===== src/rtl/vop_pkg.sv =====
package vop_pkg;
  typedef enum logic [1:0] {
    XM_SINGLE = 2'd0,
    XM_DOUBLE = 2'd1,
    XM_HALF   = 2'd2,
    XM_RSVD   = 2'd3
  } xfer_mode_e;
endpackage


===== src/rtl/vop_tick_gen.sv =====
module vop_tick_gen #(
  parameter int DIV = 2,
  parameter int CW  = 12
) (
  input  logic          clk_i,
  input  logic          rst_ni,
  input  logic          hsync_i,
  output logic          live_o,
  output logic          dbl_tick_o,
  output logic [CW-1:0] dbl_idx_o
);
  localparam int DW = (DIV > 1) ? $clog2(DIV) : 1;
  localparam logic [DW-1:0] DIV_LAST = DW'(DIV - 1);
  localparam logic [CW-1:0] IDX_MAX  = '1;

  logic [DW-1:0] div_q;
  logic [CW-1:0] idx_q;
  logic          live_q;
  logic          period_end;

  assign period_end = (div_q == DIV_LAST);

  always_ff @(posedge clk_i or negedge rst_ni) begin
    if (!rst_ni) begin
      div_q  <= '0;
      idx_q  <= '0;
      live_q <= 1'b0;
    end else if (hsync_i) begin
      div_q  <= '0;
      idx_q  <= '0;
      live_q <= 1'b1;
    end else begin
      div_q <= period_end ? '0 : div_q + 1'b1;
      // index advances at period end so it is constant across the period
      if (period_end && live_q && idx_q != IDX_MAX) idx_q <= idx_q + 1'b1;
    end
  end

  assign live_o     = live_q;
  assign dbl_tick_o = live_q && (div_q == '0);
  assign dbl_idx_o  = idx_q;
endmodule


===== src/rtl/vop_line_cfg.sv =====
module vop_line_cfg
  import vop_pkg::*;
#(
  parameter int PW = 11
) (
  input  logic          clk_i,
  input  logic          rst_ni,
  input  logic          hsync_i,
  input  logic          drop_i,
  input  logic          gate_en_i,
  input  logic [PW-1:0] gate_start_i,
  input  logic [PW-1:0] gate_stop_i,
  input  logic [PW-1:0] act_start_i,
  input  logic [PW-1:0] act_len_i,
  input  logic [1:0]    mode_i,
  output logic          drop_o,
  output logic          gate_en_o,
  output logic [PW-1:0] gate_start_o,
  output logic [PW-1:0] gate_stop_o,
  output logic [PW-1:0] act_start_o,
  output logic [PW-1:0] act_len_o,
  output xfer_mode_e    mode_o
);
  always_ff @(posedge clk_i or negedge rst_ni) begin
    if (!rst_ni) begin
      drop_o       <= 1'b0;
      gate_en_o    <= 1'b0;
      gate_start_o <= '0;
      gate_stop_o  <= '0;
      act_start_o  <= '0;
      act_len_o    <= '0;
      mode_o       <= XM_SINGLE;
    end else if (hsync_i) begin
      drop_o       <= drop_i;
      gate_en_o    <= gate_en_i;
      gate_start_o <= gate_start_i;
      gate_stop_o  <= gate_stop_i;
      act_start_o  <= act_start_i;
      act_len_o    <= act_len_i;
      mode_o       <= xfer_mode_e'(mode_i);
    end
  end
endmodule


===== src/rtl/vop_gate_win.sv =====
module vop_gate_win #(
  parameter int PW     = 11,
  parameter int CW     = 12,
  parameter int MARGIN = 4
) (
  input  logic          gate_en_i,
  input  logic [PW-1:0] start_i,
  input  logic [PW-1:0] stop_i,
  input  logic          dbl_tick_i,
  input  logic [CW-1:0] dbl_idx_i,
  output logic          xfer_en_o
);
  localparam int LW = CW + 1;
  localparam logic [LW-1:0] MG = LW'(MARGIN);

  logic [LW-1:0] start2, lo, hi, idx_x;
  logic          in_win;

  always_comb begin
    start2 = {1'b0, start_i, 1'b0};
    lo     = (start2 > MG) ? start2 - MG : '0;
    hi     = {1'b0, stop_i, 1'b0} + MG;
    idx_x  = {1'b0, dbl_idx_i};
    in_win = (idx_x >= lo) && (idx_x < hi);
  end

  assign xfer_en_o = dbl_tick_i && (!gate_en_i || in_win);
endmodule


===== src/rtl/vop_valid_gen.sv =====
module vop_valid_gen
  import vop_pkg::*;
#(
  parameter int PW = 11,
  parameter int CW = 12
) (
  input  logic          live_i,
  input  logic          drop_i,
  input  logic [PW-1:0] act_start_i,
  input  logic [PW-1:0] act_len_i,
  input  xfer_mode_e    mode_i,
  input  logic          dbl_tick_i,
  input  logic [CW-1:0] dbl_idx_i,
  output logic          valid_o,
  output logic          pix_stb_o,
  output logic          word_stb_o
);
  logic [PW-1:0] pix;
  logic [PW:0]   act_end;
  logic          in_burst;
  logic          mode_tick;

  always_comb begin
    pix      = dbl_idx_i[CW-1:1];
    act_end  = {1'b0, act_start_i} + {1'b0, act_len_i};
    in_burst = (pix >= act_start_i) && ({1'b0, pix} < act_end);
    unique case (mode_i)
      XM_DOUBLE: mode_tick = dbl_tick_i;
      XM_HALF:   mode_tick = dbl_tick_i && (dbl_idx_i[1:0] == 2'b00);
      default:   mode_tick = dbl_tick_i && !dbl_idx_i[0];
    endcase
  end

  assign valid_o    = live_i && !drop_i && in_burst;
  assign pix_stb_o  = dbl_tick_i && !dbl_idx_i[0];
  assign word_stb_o = valid_o && mode_tick;
endmodule


===== src/rtl/vop_clk_gate.sv =====
module vop_clk_gate
  import vop_pkg::*;
#(
  parameter int DIV    = 2,
  parameter int PW     = 11,
  parameter int MARGIN = 4
) (
  input  logic          clk_i,
  input  logic          rst_ni,
  input  logic          hsync_i,
  input  logic          drop_i,
  input  logic          gate_en_i,
  input  logic [PW-1:0] gate_start_i,
  input  logic [PW-1:0] gate_stop_i,
  input  logic [PW-1:0] act_start_i,
  input  logic [PW-1:0] act_len_i,
  input  logic [1:0]    mode_i,
  output logic          dbl_stb_o,
  output logic          pix_stb_o,
  output logic          xfer_en_o,
  output logic          word_stb_o,
  output logic          valid_o
);
  localparam int CW = PW + 1;

  logic          live;
  logic          dbl_tick;
  logic [CW-1:0] dbl_idx;
  logic          cfg_drop, cfg_gate_en;
  logic [PW-1:0] cfg_gstart, cfg_gstop, cfg_astart, cfg_alen;
  xfer_mode_e    cfg_mode;

  vop_tick_gen #(.DIV(DIV), .CW(CW)) u_tick (
    .clk_i      (clk_i),
    .rst_ni     (rst_ni),
    .hsync_i    (hsync_i),
    .live_o     (live),
    .dbl_tick_o (dbl_tick),
    .dbl_idx_o  (dbl_idx)
  );

  vop_line_cfg #(.PW(PW)) u_cfg (
    .clk_i        (clk_i),
    .rst_ni       (rst_ni),
    .hsync_i      (hsync_i),
    .drop_i       (drop_i),
    .gate_en_i    (gate_en_i),
    .gate_start_i (gate_start_i),
    .gate_stop_i  (gate_stop_i),
    .act_start_i  (act_start_i),
    .act_len_i    (act_len_i),
    .mode_i       (mode_i),
    .drop_o       (cfg_drop),
    .gate_en_o    (cfg_gate_en),
    .gate_start_o (cfg_gstart),
    .gate_stop_o  (cfg_gstop),
    .act_start_o  (cfg_astart),
    .act_len_o    (cfg_alen),
    .mode_o       (cfg_mode)
  );

  vop_gate_win #(.PW(PW), .CW(CW), .MARGIN(MARGIN)) u_gate (
    .gate_en_i  (cfg_gate_en),
    .start_i    (cfg_gstart),
    .stop_i     (cfg_gstop),
    .dbl_tick_i (dbl_tick),
    .dbl_idx_i  (dbl_idx),
    .xfer_en_o  (xfer_en_o)
  );

  vop_valid_gen #(.PW(PW), .CW(CW)) u_valid (
    .live_i      (live),
    .drop_i      (cfg_drop),
    .act_start_i (cfg_astart),
    .act_len_i   (cfg_alen),
    .mode_i      (cfg_mode),
    .dbl_tick_i  (dbl_tick),
    .dbl_idx_i   (dbl_idx),
    .valid_o     (valid_o),
    .pix_stb_o   (pix_stb_o),
    .word_stb_o  (word_stb_o)
  );

  assign dbl_stb_o = dbl_tick;
endmodule


===== config.mk =====
export PLATFORM = sky130hd
export DESIGN_NAME = vop_clk_gate
export DESIGN_NICKNAME = d
export VERILOG_FILES = /design/src/rtl/vop_pkg.sv /design/src/rtl/vop_tick_gen.sv /design/src/rtl/vop_line_cfg.sv /design/src/rtl/vop_gate_win.sv /design/src/rtl/vop_valid_gen.sv /design/src/rtl/vop_clk_gate.sv
export SDC_FILE = /design/constraint.sdc
export NUM_CORES = 1
export LEC_CHECK = 0
export ABC_AREA = 1
export BUFFER_PORTS_ARGS = -buffer_cell sky130_fd_sc_hd__buf_4
export CAP_MARGIN = 20
export CORE_AREA = 8 8 109 131
export CTS_CLUSTER_SIZE = 40
export DETAILED_ROUTE_END_ITERATION = 12
export DIE_AREA = 0 0 117 139
export PLACE_DENSITY = 0.57
export SLEW_MARGIN = 20
export SYNTH_ARGS = -nofsm -noshare
export SYNTH_HDL_FRONTEND = slang
export SYNTH_HIERARCHICAL = 1
export SYNTH_SLANG_ARGS = --single-unit
export TNS_END_PERCENT = 20

===== constraint.sdc =====
create_clock -name clk_i -period 5.38 [get_ports clk_i]
set_input_delay 1.076 -clock clk_i [delete_from_list [all_inputs] [get_ports clk_i]]
set_output_delay 1.076 -clock clk_i [all_outputs]
set_load 0.01 [all_outputs]

==> results of run 1 <==
Yosys cell counts (3+ instances only):
cell type	number	area, µm²
ha_1	58	726
nand3_1	27	135
o21ai_0	4	20.0
buf_4	4	30.0
nand4_1	10	62.6
inv_2	6	22.5
or2_2	5	31.3
xor2_1	14	123
buf_2	6	30.0
dfrtp_1	62	1550
nor2_2	13	81.3
a21oi_2	4	35.0
a21oi_1	21	105
inv_1	57	214
a21o_1	3	22.5
nor3_1	4	20.0
nand3_2	6	60.1
o21ai_1	3	15.0
nor2_4	3	33.8
xnor2_1	8	70.1
nand2_1	273	1020
nor2_1	41	154
nand2_2	4	25.0
flip-flops by register name, summed over array words and instances (netlist names):
| name | count |
|---|---|
| u_cfg/gate_start_o | 11 |
| u_cfg/drop_o | 1 |
| u_cfg/act_start_o | 11 |
| u_cfg/gate_en_o | 1 |
| u_cfg/mode_o | 2 |
| u_tick/live_o | 1 |
| u_tick/dbl_idx_o | 12 |
| u_cfg/gate_stop_o | 11 |
| u_tick/div_q | 1 |
| u_cfg/act_len_o | 11 |
worst max path at each step:
| stage | from | end |
|---|---|---|
| after CTS | u_cfg/act_start_o[2]$_DFFE_PN0P_ | word_stb_o |
| after detailed placement | u_cfg/act_start_o[2]$_DFFE_PN0P_ | word_stb_o |
| after global placement | u_cfg/act_start_o[2]$_DFFE_PN0P_ | word_stb_o |
| after global routing | u_cfg/act_start_o[2]$_DFFE_PN0P_ | valid_o |
| after floorplan | u_cfg/act_start_o[2]$_DFFE_PN0P_ | word_stb_o |
| final | u_cfg/act_start_o[2]$_DFFE_PN0P_ | word_stb_o |
metal layers:
| metal | vias to the layer above | wire [µm] |
|---|---|---|
| li1 | 2174 | - |
| met1 | 1943 | 5170 |
| met2 | 57 | 5900 |
| met3 | 10 | 369 |
| met4 | 0 | 129 |
| met5 | - | 0 |
layout make-up:
class	instances	area [µm²]
clock inverter	5	75.1
clock buffer	10	229
fill	1299	6660
multi-input combinational	516	2890
timing repair buffer	55	413
tap	164	205
sequential	62	1550
inverter	64	245
where the power goes:
group	switching [mW]	internal (mW)
clock network	0.205	0.400
logic	0.184	0.135
registers	0.0353	0.501
through the flow:
step                      cell area [µm²]  hold WS [ns]  setup WS [ns]  cells
final                                5610         0.465           1.41    876
after global placement               5310         0.456           1.77    861
after detailed placement             5310         0.460           1.75    861
after global routing                 5610         0.495           1.14    876
after CTS                            5610         0.474           1.36    876
after floorplan                      4750         0.416           2.08    652
layout by cell type, fill, tap and decap left out, types with 3 or more instances in the layout:
cell,instances
inv_1,57
a21oi_2,4
ha_1,58
xnor2_1,8
clkbuf_16,9
nor2_4,3
xor2_1,14
nand4_1,10
buf_4,55
nor2_2,13
nand3_2,6
inv_2,6
o21ai_0,4
nor3_1,4
a21oi_1,21
nand3_1,27
nand2_2,4
clkinv_2,3
dfrtp_1,62
nor2_1,41
nand2_1,273
a21o_1,3
or2_2,5
o21ai_1,3
cell families after synthesis:
| group | synth area share |
|---|---|
| AO/OA/AOI/OAI | 0.0514 |
| adder cells (fa/ha/maj) | 0.157 |
| AND/OR/NAND/NOR | 0.360 |
| buffers and inverters | 0.0643 |
| XOR/XNOR | 0.0406 |
| flip-flops | 0.327 |
==> flow_summary.yaml, run 1 <==
run_status:
  outcome: "completed"
global_routing:
  grt_max_degree: 63
  grt_first_pass_wirelength_um: 19800
  grt_use_met2: 0.266
  gr-usage-all-layers: 0.155
  use_met1: 0.184
  gr-max-usage-layer: "met2"
  antenna_found_initial: 0
  grt_pass1_vias: 4105
  met3_usage: 0.0362
  overflow: 0
placement:
  place.detailed.hpwl_um: 8780
  port_buffers: 55
  gp_congestion: 0.852
cells_and_area:
  fin_util: 0.457
  layout-drive-gt1-share: 0.163
  nNetsFinal: 818
  area_growth_pct: 18.2
  insertedDiodeCount: 0
clocking:
  clkTransAtPathRegs_ns: 0.05
  ctsHoldBuffers: 0
  cts-buffers-inserted: 9
  cts_buffer_depth: 2
  worstSkewPairLatency_ns: 0.34
  htree_levels: 3
  postCtsSetupBuffers: 0
  cts.sinks: 62
  tritoncts: "done"
  cts_root_buffer: "clkbuf_16"
  post_cts_resized: 0
detailed_routing:
  ant_nets: 0
  drc: 0
  drt-total-wl_um: 11600
  avgViaCountPerCell: 4.78
  vias: 4184
  dr.pass1.iters: 4
  wl_per_cell_um: 13.2
  first_iter_violations: 195
logic_synthesis:
  synth_seq_cells: 62
  synth_ff_type: "dfrtp_1"
  yosysSeqAreaShare: 0.327
  synthArstFlopShare: 1.00
  synthCells: 652
  synthesis.nets: 762
  syn_avg_cell_area_um2: 7.28
  yosysUniqueCellTypes: 37
  yosys_warnings: 6
  syn_area_um2: 4750
  synth_edf_count: 0
die:
  design.core.area_um2: 12300
  num_rows: 45
  die_y_um: 139
  ios: 56
  start_util: 0.387
  dieWidth_um: 117
  die_area_um2: 16300
sta:
  period_needed_ns: 3.97
  fin_tns_setup_ns: 0
  max_freq_mhz: 252
  clock_skew_ns: 0.00400
  slew_viol_final: 0
  slew_headroom: 0.456
  rsz0062_at_grt: "false"
  finalCritPeriodShare: 0.739
  finalSetupViolCount: 0
  hold_viol_final: 0
  tightest_slew_ns: 0.816
setup_path:
  cp.buffers_inverters: 1
  r2r_start: "u_tick/dbl_idx_o[2]$_DFFE_PN0P_"
  cp_slowest_cell: "dfrtp_1"
  cpPeakStageDelay_ns: 0.40
  r2r_end: "u_tick/dbl_idx_o[11]$_DFFE_PN0P_"
  cp-end-kind: "output port"
  cp-start-kind: "register"
  critPathTopFamily: "simple AND/OR/NAND/NOR gates"
  cp_max_fo: 5
  rrSetupSlack_ns: 3.85
  path_cells: "ha_1, a21oi_2, nand2_2, a31oi_1, xor2_1, ha_1, a21oi_1, nor2_1, nor3_1, nand2_1, nand2_1, nand2_1, nand2_1, nand2_1, nor2_2, buf_4"
  worstPathArrival_ns: 2.90
  crit_cells: 16
  criticalPathCategory: "reg2out"
  rr_worst_depth: 7
  required_ns: 4.30
  crit_top_cell: "nand2_1"
power:
  p_total_mw: 1.46
  p_per_area_nw_per_um2: 260
  peakVddDrop_uv: 143
  p_leak_nw: 3.12
min_path:
  holdCritStartpoint: "u_tick/div_q$_DFF_PN0_"
  hold_depth: 1
  holdPathEnd: "u_tick/div_q$_DFF_PN0_"
  hold_path_class: "reg2reg"
flow_run:
  drv_cap: 0
(Power assumes the default switching activity.)
==> inputs of run 2 (changes only) <==
--- a/config.mk
+++ b/config.mk
@@ -5,14 +5,14 @@
 export SDC_FILE = /design/constraint.sdc
 export NUM_CORES = 1
 export LEC_CHECK = 0
-export ABC_AREA = 1
+export ABC_AREA = 0
 export BUFFER_PORTS_ARGS = -buffer_cell sky130_fd_sc_hd__buf_4
 export CAP_MARGIN = 20
-export CORE_AREA = 8 8 109 131
+export CORE_AREA = 8 8 107 129
 export CTS_CLUSTER_SIZE = 40
 export DETAILED_ROUTE_END_ITERATION = 12
-export DIE_AREA = 0 0 117 139
-export PLACE_DENSITY = 0.57
+export DIE_AREA = 0 0 115 137
+export PLACE_DENSITY = 0.6
 export SLEW_MARGIN = 20
 export SYNTH_ARGS = -nofsm -noshare
 export SYNTH_HDL_FRONTEND = slang
==> constraint.sdc (replaced) <==
create_clock -name clk_i -period 3.55 [get_ports clk_i]
set_input_delay 0.71 -clock clk_i [delete_from_list [all_inputs] [get_ports clk_i]]
set_output_delay 0.71 -clock clk_i [all_outputs]
set_load 0.01 [all_outputs]
==> run 2 against run 1 <==
Compared with the run above:
- the flow now finishes with violations (setup timing)
- synthesized cell count shrank 33%
- largest power group unchanged
- critical path type unchanged
- clock power increased by 46%
- largest cell class unchanged
- critical path depth down 2
- die area decreased by 3.1%
- setup slack got worse by 2.1 ns
- power grew 60%
- core utilization is 3.0 points higher
- register-to-register slack worse by 2.2 ns
- clock skew is essentially flat
- clock-buffer cell count up 2
==> flow_summary.yaml, run 2 <==
clocking:
  postCtsSetupBuffers: 0
  worstSkewPairLatency_ns: 0.33
  cts-buffers-inserted: 9
  cts_buffer_depth: 2
  clkTransAtPathRegs_ns: 0.05
  cts.sinks: 62
  ctsHoldBuffers: 0
  htree_levels: 3
  cts_root_buffer: "clkbuf_16"
  tritoncts: "done"
cells_and_area:
  mostFrequentLayoutCells: "buf_4 (90), dfrtp_1 (62), ha_1 (56)"
  design_area_um2: 5740
  largest_reg_flops: 12
  area_growth_pct: 25.0
  nNetsFinal: 636
  final_common_cell: "buf_4"
  layout-drive-gt1-share: 0.339
  insertedDiodeCount: 0
power:
  p_total_mw: 2.33
  p_per_area_nw_per_um2: 406
  peakVddDrop_uv: 196
  p_leak_nw: 2.73
global_routing:
  overflow: 0
  grt_use_met2: 0.265
  grt_first_pass_wirelength_um: 17800
  grt_max_degree: 67
  gr-usage-all-layers: 0.144
  grt_pass1_vias: 3818
  gr-max-usage-layer: "met2"
  met3_usage: 0.0278
  antenna_found_initial: 0
  use_met1: 0.149
run_status:
  violations: "setup timing"
  outcome: "finished, violations left"
detailed_routing:
  dr.pass1.iters: 4
  wl_per_cell_um: 15.2
  ant_nets: 0
  avgViaCountPerCell: 5.17
  vias: 3579
  drt-total-wl_um: 10500
  drc: 0
  first_iter_violations: 138
die:
  die_y_um: 137
  design.core.area_um2: 11800
  ios: 56
  start_util: 0.390
  die_area_um2: 15800
  dieWidth_um: 115
  num_rows: 44
logic_synthesis:
  synthCells: 434
  yosys_warnings: 6
  synth_ff_type: "dfrtp_1"
  synth_most_common_cell: "dfrtp_1"
  synthArstFlopShare: 1.00
  syn_avg_cell_area_um2: 10.6
  synth_top_area_cell: "dfrtp_1"
  yosysSeqAreaShare: 0.338
  synth_edf_count: 0
  synth_seq_cells: 62
  ys_top_cells_by_count: "dfrtp_1 (62), ha_1 (58), mux2_2 (29)"
  synth_top_area_frac: 0.338
  syn_area_um2: 4590
  yosysUniqueCellTypes: 62
  synth_area_leaders: "dfrtp_1 (34%), ha_1 (16%), mux2_4 (7.2%)"
  synthesis.nets: 544
sta:
  slew_viol_final: 0
  max_freq_mhz: 234
  finalCritPeriodShare: 1.20
  period_needed_ns: 4.28
  clock_skew_ns: 0.00369
  finalSetupViolCount: 3
  tightest_slew_ns: 0.915
  rsz0062_at_grt: "true"
  timing.final.ws_setup_ns: -0.727
  slew_headroom: 0.390
  hold_viol_final: 0
setup_path:
  critPathTopFamily: "compound AO/OA/AOI/OAI gates"
  required_ns: 2.84
  path_cells: "ha_2, fa_2, a21oi_2, o22ai_2, o41ai_2, nand3_1, o311a_1, ha_2, or4_4, a221oi_2, o211a_1, a211oi_2, nor4b_2, buf_4"
  worstPathArrival_ns: 3.57
  cpPeakStageDelay_ns: 0.48
  cp-end-kind: "output port"
  cp_max_fo: 2
  r2r_end: "u_tick/dbl_idx_o[3]$_DFFE_PN0P_"
  cp_slowest_cell: "or4_4"
  rrSetupSlack_ns: 1.61
  r2r_start: "u_tick/dbl_idx_o[1]$_DFFE_PN0P_"
  rr_worst_depth: 5
  crit_top_cell: "ha_2"
  criticalPathCategory: "reg2out"
  cp.buffers_inverters: 1
  cp-start-kind: "register"
placement:
  gp_congestion: 0.848
  placed_area_um2: 5410
  place.detailed.hpwl_um: 7950
  port_buffers: 55
min_path:
  hold_path_class: "in2async"
flow_run:
  drv_cap: 0
==> run 2: cell types whose count changed in the layout (fill, tap and decap cells not counted), sizes merged, moves of 11 or more <==
cell | previous run | this run
nand2 | 280 | 22
mux2 | 0 | 52
inv | 63 | 23
nor2 | 57 | 27
buf | 55 | 90
nand3 | 33 | 22
nor2b | 0 | 13
==> run 2: cells by family after synthesis <==
logic type | after synthesis | share of synthesized area
AOI/OAI and AO/OA | 72 | 0.113
xor gates and xnor gates | 22 | 0.0420
adders and majority gates | 59 | 0.162
buffers and inverters | 33 | 0.0357
DFF | 62 | 0.338
muxes | 53 | 0.148
and+or+nand+nor | 133 | 0.161
==> run 2: how the worst max path moves through the flow <==
stage,startpoint,end,slack (ns),depth (start not counted)
6_report,u_cfg/act_start_o[0]$_DFFE_PN0P_,valid_o,-0.73,14
5_1_grt,u_cfg/act_start_o[0]$_DFFE_PN0P_,valid_o,-0.92,14
4_1_cts,u_cfg/act_start_o[0]$_DFFE_PN0P_,valid_o,-0.76,14
3_5_place_dp,u_cfg/act_start_o[0]$_DFFE_PN0P_,valid_o,-0.52,14
3_3_place_gp,u_cfg/act_start_o[0]$_DFFE_PN0P_,valid_o,-0.44,14
2_1_floorplan,u_cfg/act_start_o[0]$_DFFE_PN0P_,valid_o,-0.34,13
==> run 2: final cells by class <==
class | count | area, µm²
clock inverters | 4 | 45.0
inverters | 24 | 90.1
well taps | 161 | 201
multi-input cells | 339 | 2920
flip-flops and latches | 62 | 1550
clock buffers | 12 | 256
fillers | 1149 | 6040
repair buffers | 90 | 676
==> run 2: routing by layer <==
| layer | wire length [µm] | vias up |
|---|---|---|
| met5 | 0 | - |
| met4 | 288 | 0 |
| met3 | 334 | 19 |
| met2 | 5560 | 59 |
| met1 | 4360 | 1720 |
| li1 | - | 1781 |
==> run 2: worst register-to-register path, cell delays in order (launching register included) <==
cell and delay (ns):
dfrtp_1 0.48, ha_1 0.28, and4_1 0.28, a31oi_4 0.26, nor2b_1 0.22, mux2_4 0.31
==> run 2: where the power goes <==
part,internal [mW],leakage (nW),total (mW),switching [mW]
logic,0.343,1.83,0.623,0.280
clock network,0.577,0.152,0.882,0.305
registers,0.766,0.749,0.826,0.0602
total,1.69,2.73,2.33,0.645
==> run 2: what timing repair did <==
item	CTS	global route
pin swaps	2	0
setup endpoints to repair	3	3
gates resized for setup	4	2
gates cloned	0	0
==> run 2: stage by stage <==
| step | cells | setup WS, ns | TNS [ns] | hold WS [ns] | util |
|---|---|---|---|---|---|
| after global placement | 676 | -0.435 | -0.809 | 0.499 | 0.459 |
| final | 692 | -0.727 | -1.38 | 0.472 | 0.487 |
| after detailed placement | 676 | -0.523 | -0.971 | 0.504 | 0.459 |
| after global routing | 692 | -0.921 | -1.91 | 0.535 | 0.487 |
| after floorplan | 434 | -0.337 | -0.603 | 0.414 | - |
| after CTS | 692 | -0.763 | -1.52 | 0.492 | 0.486 |
==> inputs of run 3 (changes only) <==
--- a/config.mk
+++ b/config.mk
@@ -8,11 +8,11 @@
 export ABC_AREA = 0
 export BUFFER_PORTS_ARGS = -buffer_cell sky130_fd_sc_hd__buf_4
 export CAP_MARGIN = 20
-export CORE_AREA = 8 8 107 129
+export CORE_AREA = 8 8 94 113
 export CTS_CLUSTER_SIZE = 40
 export DETAILED_ROUTE_END_ITERATION = 12
-export DIE_AREA = 0 0 115 137
-export PLACE_DENSITY = 0.6
+export DIE_AREA = 0 0 102 121
+export PLACE_DENSITY = 0.76
 export SLEW_MARGIN = 20
 export SYNTH_ARGS = -nofsm -noshare
 export SYNTH_HDL_FRONTEND = slang
==> run 3 against run 2 <==
Compared with the run above:
- the run still ends with setup timing left
- die area decreased by 22%
- routed wire length decreased by 1.7%
- non-clock buffer count increased by 1
- sequential share of layout area increased by 0.63 points
- first-iteration DRC count unchanged
- register-to-register slack improved by 0.02 ns
- combinational power increased by 1%
- largest cell class unchanged
- largest power group is now registers
==> flow_summary.yaml, run 3 (synthesis results as in run 2) <==
clocking:
  cts_root_buffer: "clkbuf_8"
  htree_levels: 3
  cts-buffers-inserted: 9
  tritoncts: "done"
  cts_buffer_depth: 2
  cts.sinks: 62
  worstSkewPairLatency_ns: 0.35
  clkTransAtPathRegs_ns: 0.07
  ctsHoldBuffers: 0
placement:
  pre_cts_slack_ns: -0.496
  gp_congestion: 0.899
  place.detailed.hpwl_um: 7790
  port_buffers: 55
setup_path:
  cp-start-kind: "register"
  crit_top_cell: "ha_2"
  cp-end-kind: "output port"
  cp_slowest_cell: "or4_4"
  cp_max_fo: 2
  path_cells: "ha_2, fa_2, a21oi_4, o22ai_2, o41ai_2, nand3_1, o311a_1, ha_2, or4_4, a221oi_2, o211a_1, a211oi_2, nor4b_2, buf_4"
  cpPeakStageDelay_ns: 0.48
  criticalPathCategory: "reg2out"
  critPathTopFamily: "compound AO/OA/AOI/OAI gates"
  required_ns: 2.84
  worstPathArrival_ns: 3.59
  cp.buffers_inverters: 1
power:
  p_total_mw: 2.07
  p_leak_nw: 2.68
  p_per_area_nw_per_um2: 368
  peakVddDrop_uv: 209
detailed_routing:
  drt-total-wl_um: 10400
  wl_per_cell_um: 15.9
  drc: 0
  avgViaCountPerCell: 5.67
  ant_nets: 0
  vias: 3698
  first_iter_violations: 138
  dr.pass1.iters: 6
global_routing:
  antenna_found_initial: 0
  gr-usage-all-layers: 0.178
  grt_max_degree: 67
  overflow: 0
  grt_pass1_vias: 3989
  grt_first_pass_wirelength_um: 17800
sta:
  rsz0062_at_grt: "true"
  tightest_slew_ns: 0.879
  hold_ws_ns: 0.440
  finalSetupViolCount: 3
  max_freq_mhz: 232
  slew_headroom: 0.414
  timing.final.ws_setup_ns: -0.753
  clock_skew_ns: 0.00893
  period_needed_ns: 4.30
  finalCritPeriodShare: 1.21
  hold_viol_final: 0
  fin_tns_setup_ns: -1.49
  slew_viol_final: 0
die:
  ios: 56
  design.core.area_um2: 8840
  die_area_um2: 12300
  dieWidth_um: 102
  start_util: 0.519
  die_y_um: 121
  num_rows: 38
cells_and_area:
  nNetsFinal: 637
  area_growth_pct: 22.3
  largest_reg_flops: 12
  layout-drive-gt1-share: 0.350
  insertedDiodeCount: 0
  final_common_cell: "buf_4"
  mostFrequentLayoutCells: "buf_4 (91), dfrtp_1 (61), ha_1 (56)"
min_path:
  hold_path_class: "in2async"
flow_run:
  drv_cap: 0
run_status:
  outcome: "finished, violations left"
  violations: "setup timing"
-- run 3: power breakdown --
| part | internal [mW] | switching (mW) |
|---|---|---|
| Clock | 0.321 | 0.289 |
| Combinational | 0.346 | 0.284 |
| Sequential | 0.764 | 0.0616 |
| Total | 1.43 | 0.635 |
-- run 3: cell type report --
class,instances,area (µm²)
Fill cell,733,3230
Clock buffer,10,128
Clock inverter,6,62.6
Inverter,24,90.1
Timing Repair Buffer,91,683
Tap cell,120,150
Multi-Input combinational cell,339,2950
Sequential cell,62,1550
-- run 3: final timing paths --
check	cells past startpoint	end	start	slack [ns]
min in group clk_i	1	u_cfg/act_len_o[5]$_DFFE_PN0P_	u_cfg/act_len_o[5]$_DFFE_PN0P_	0.52
max in group asynchronous	1	u_cfg/gate_stop_o[1]$_DFFE_PN0P_	rst_ni	2.58
worst max-delay path	14	valid_o	u_cfg/act_start_o[0]$_DFFE_PN0P_	-0.75
worst min-delay path	1	u_cfg/act_start_o[6]$_DFFE_PN0P_	rst_ni	0.44
worst min register to register	1	u_cfg/act_len_o[5]$_DFFE_PN0P_	u_cfg/act_len_o[5]$_DFFE_PN0P_	0.52
worst max register to register	5	u_tick/dbl_idx_o[3]$_DFFE_PN0P_	u_tick/dbl_idx_o[1]$_DFFE_PN0P_	1.63
-- run 3: layer usage --
layer,up-vias,global-route usage,routed length [µm]
met2,106,0.330,5430
met4,0,0.0856,351
met5,-,0,0
li1,1779,-,-
met1,1779,0.186,4100
met3,34,0.0356,477
-- run 3: metrics by stage --
stage	instances	area, µm²	utilization
finish	652	5610	0.635
global route	652	5610	0.635
CTS	652	5590	0.632
detailed placement	636	5360	0.606
global placement	636	5360	0.606
floorplan	434	4600	-
-- run 3: what timing repair did --
action | CTS | global route
gates resized for setup | 8 | 6
buffers inserted | 0 | 0
pin swaps | 1 | 0
setup endpoints to repair | 3 | 3
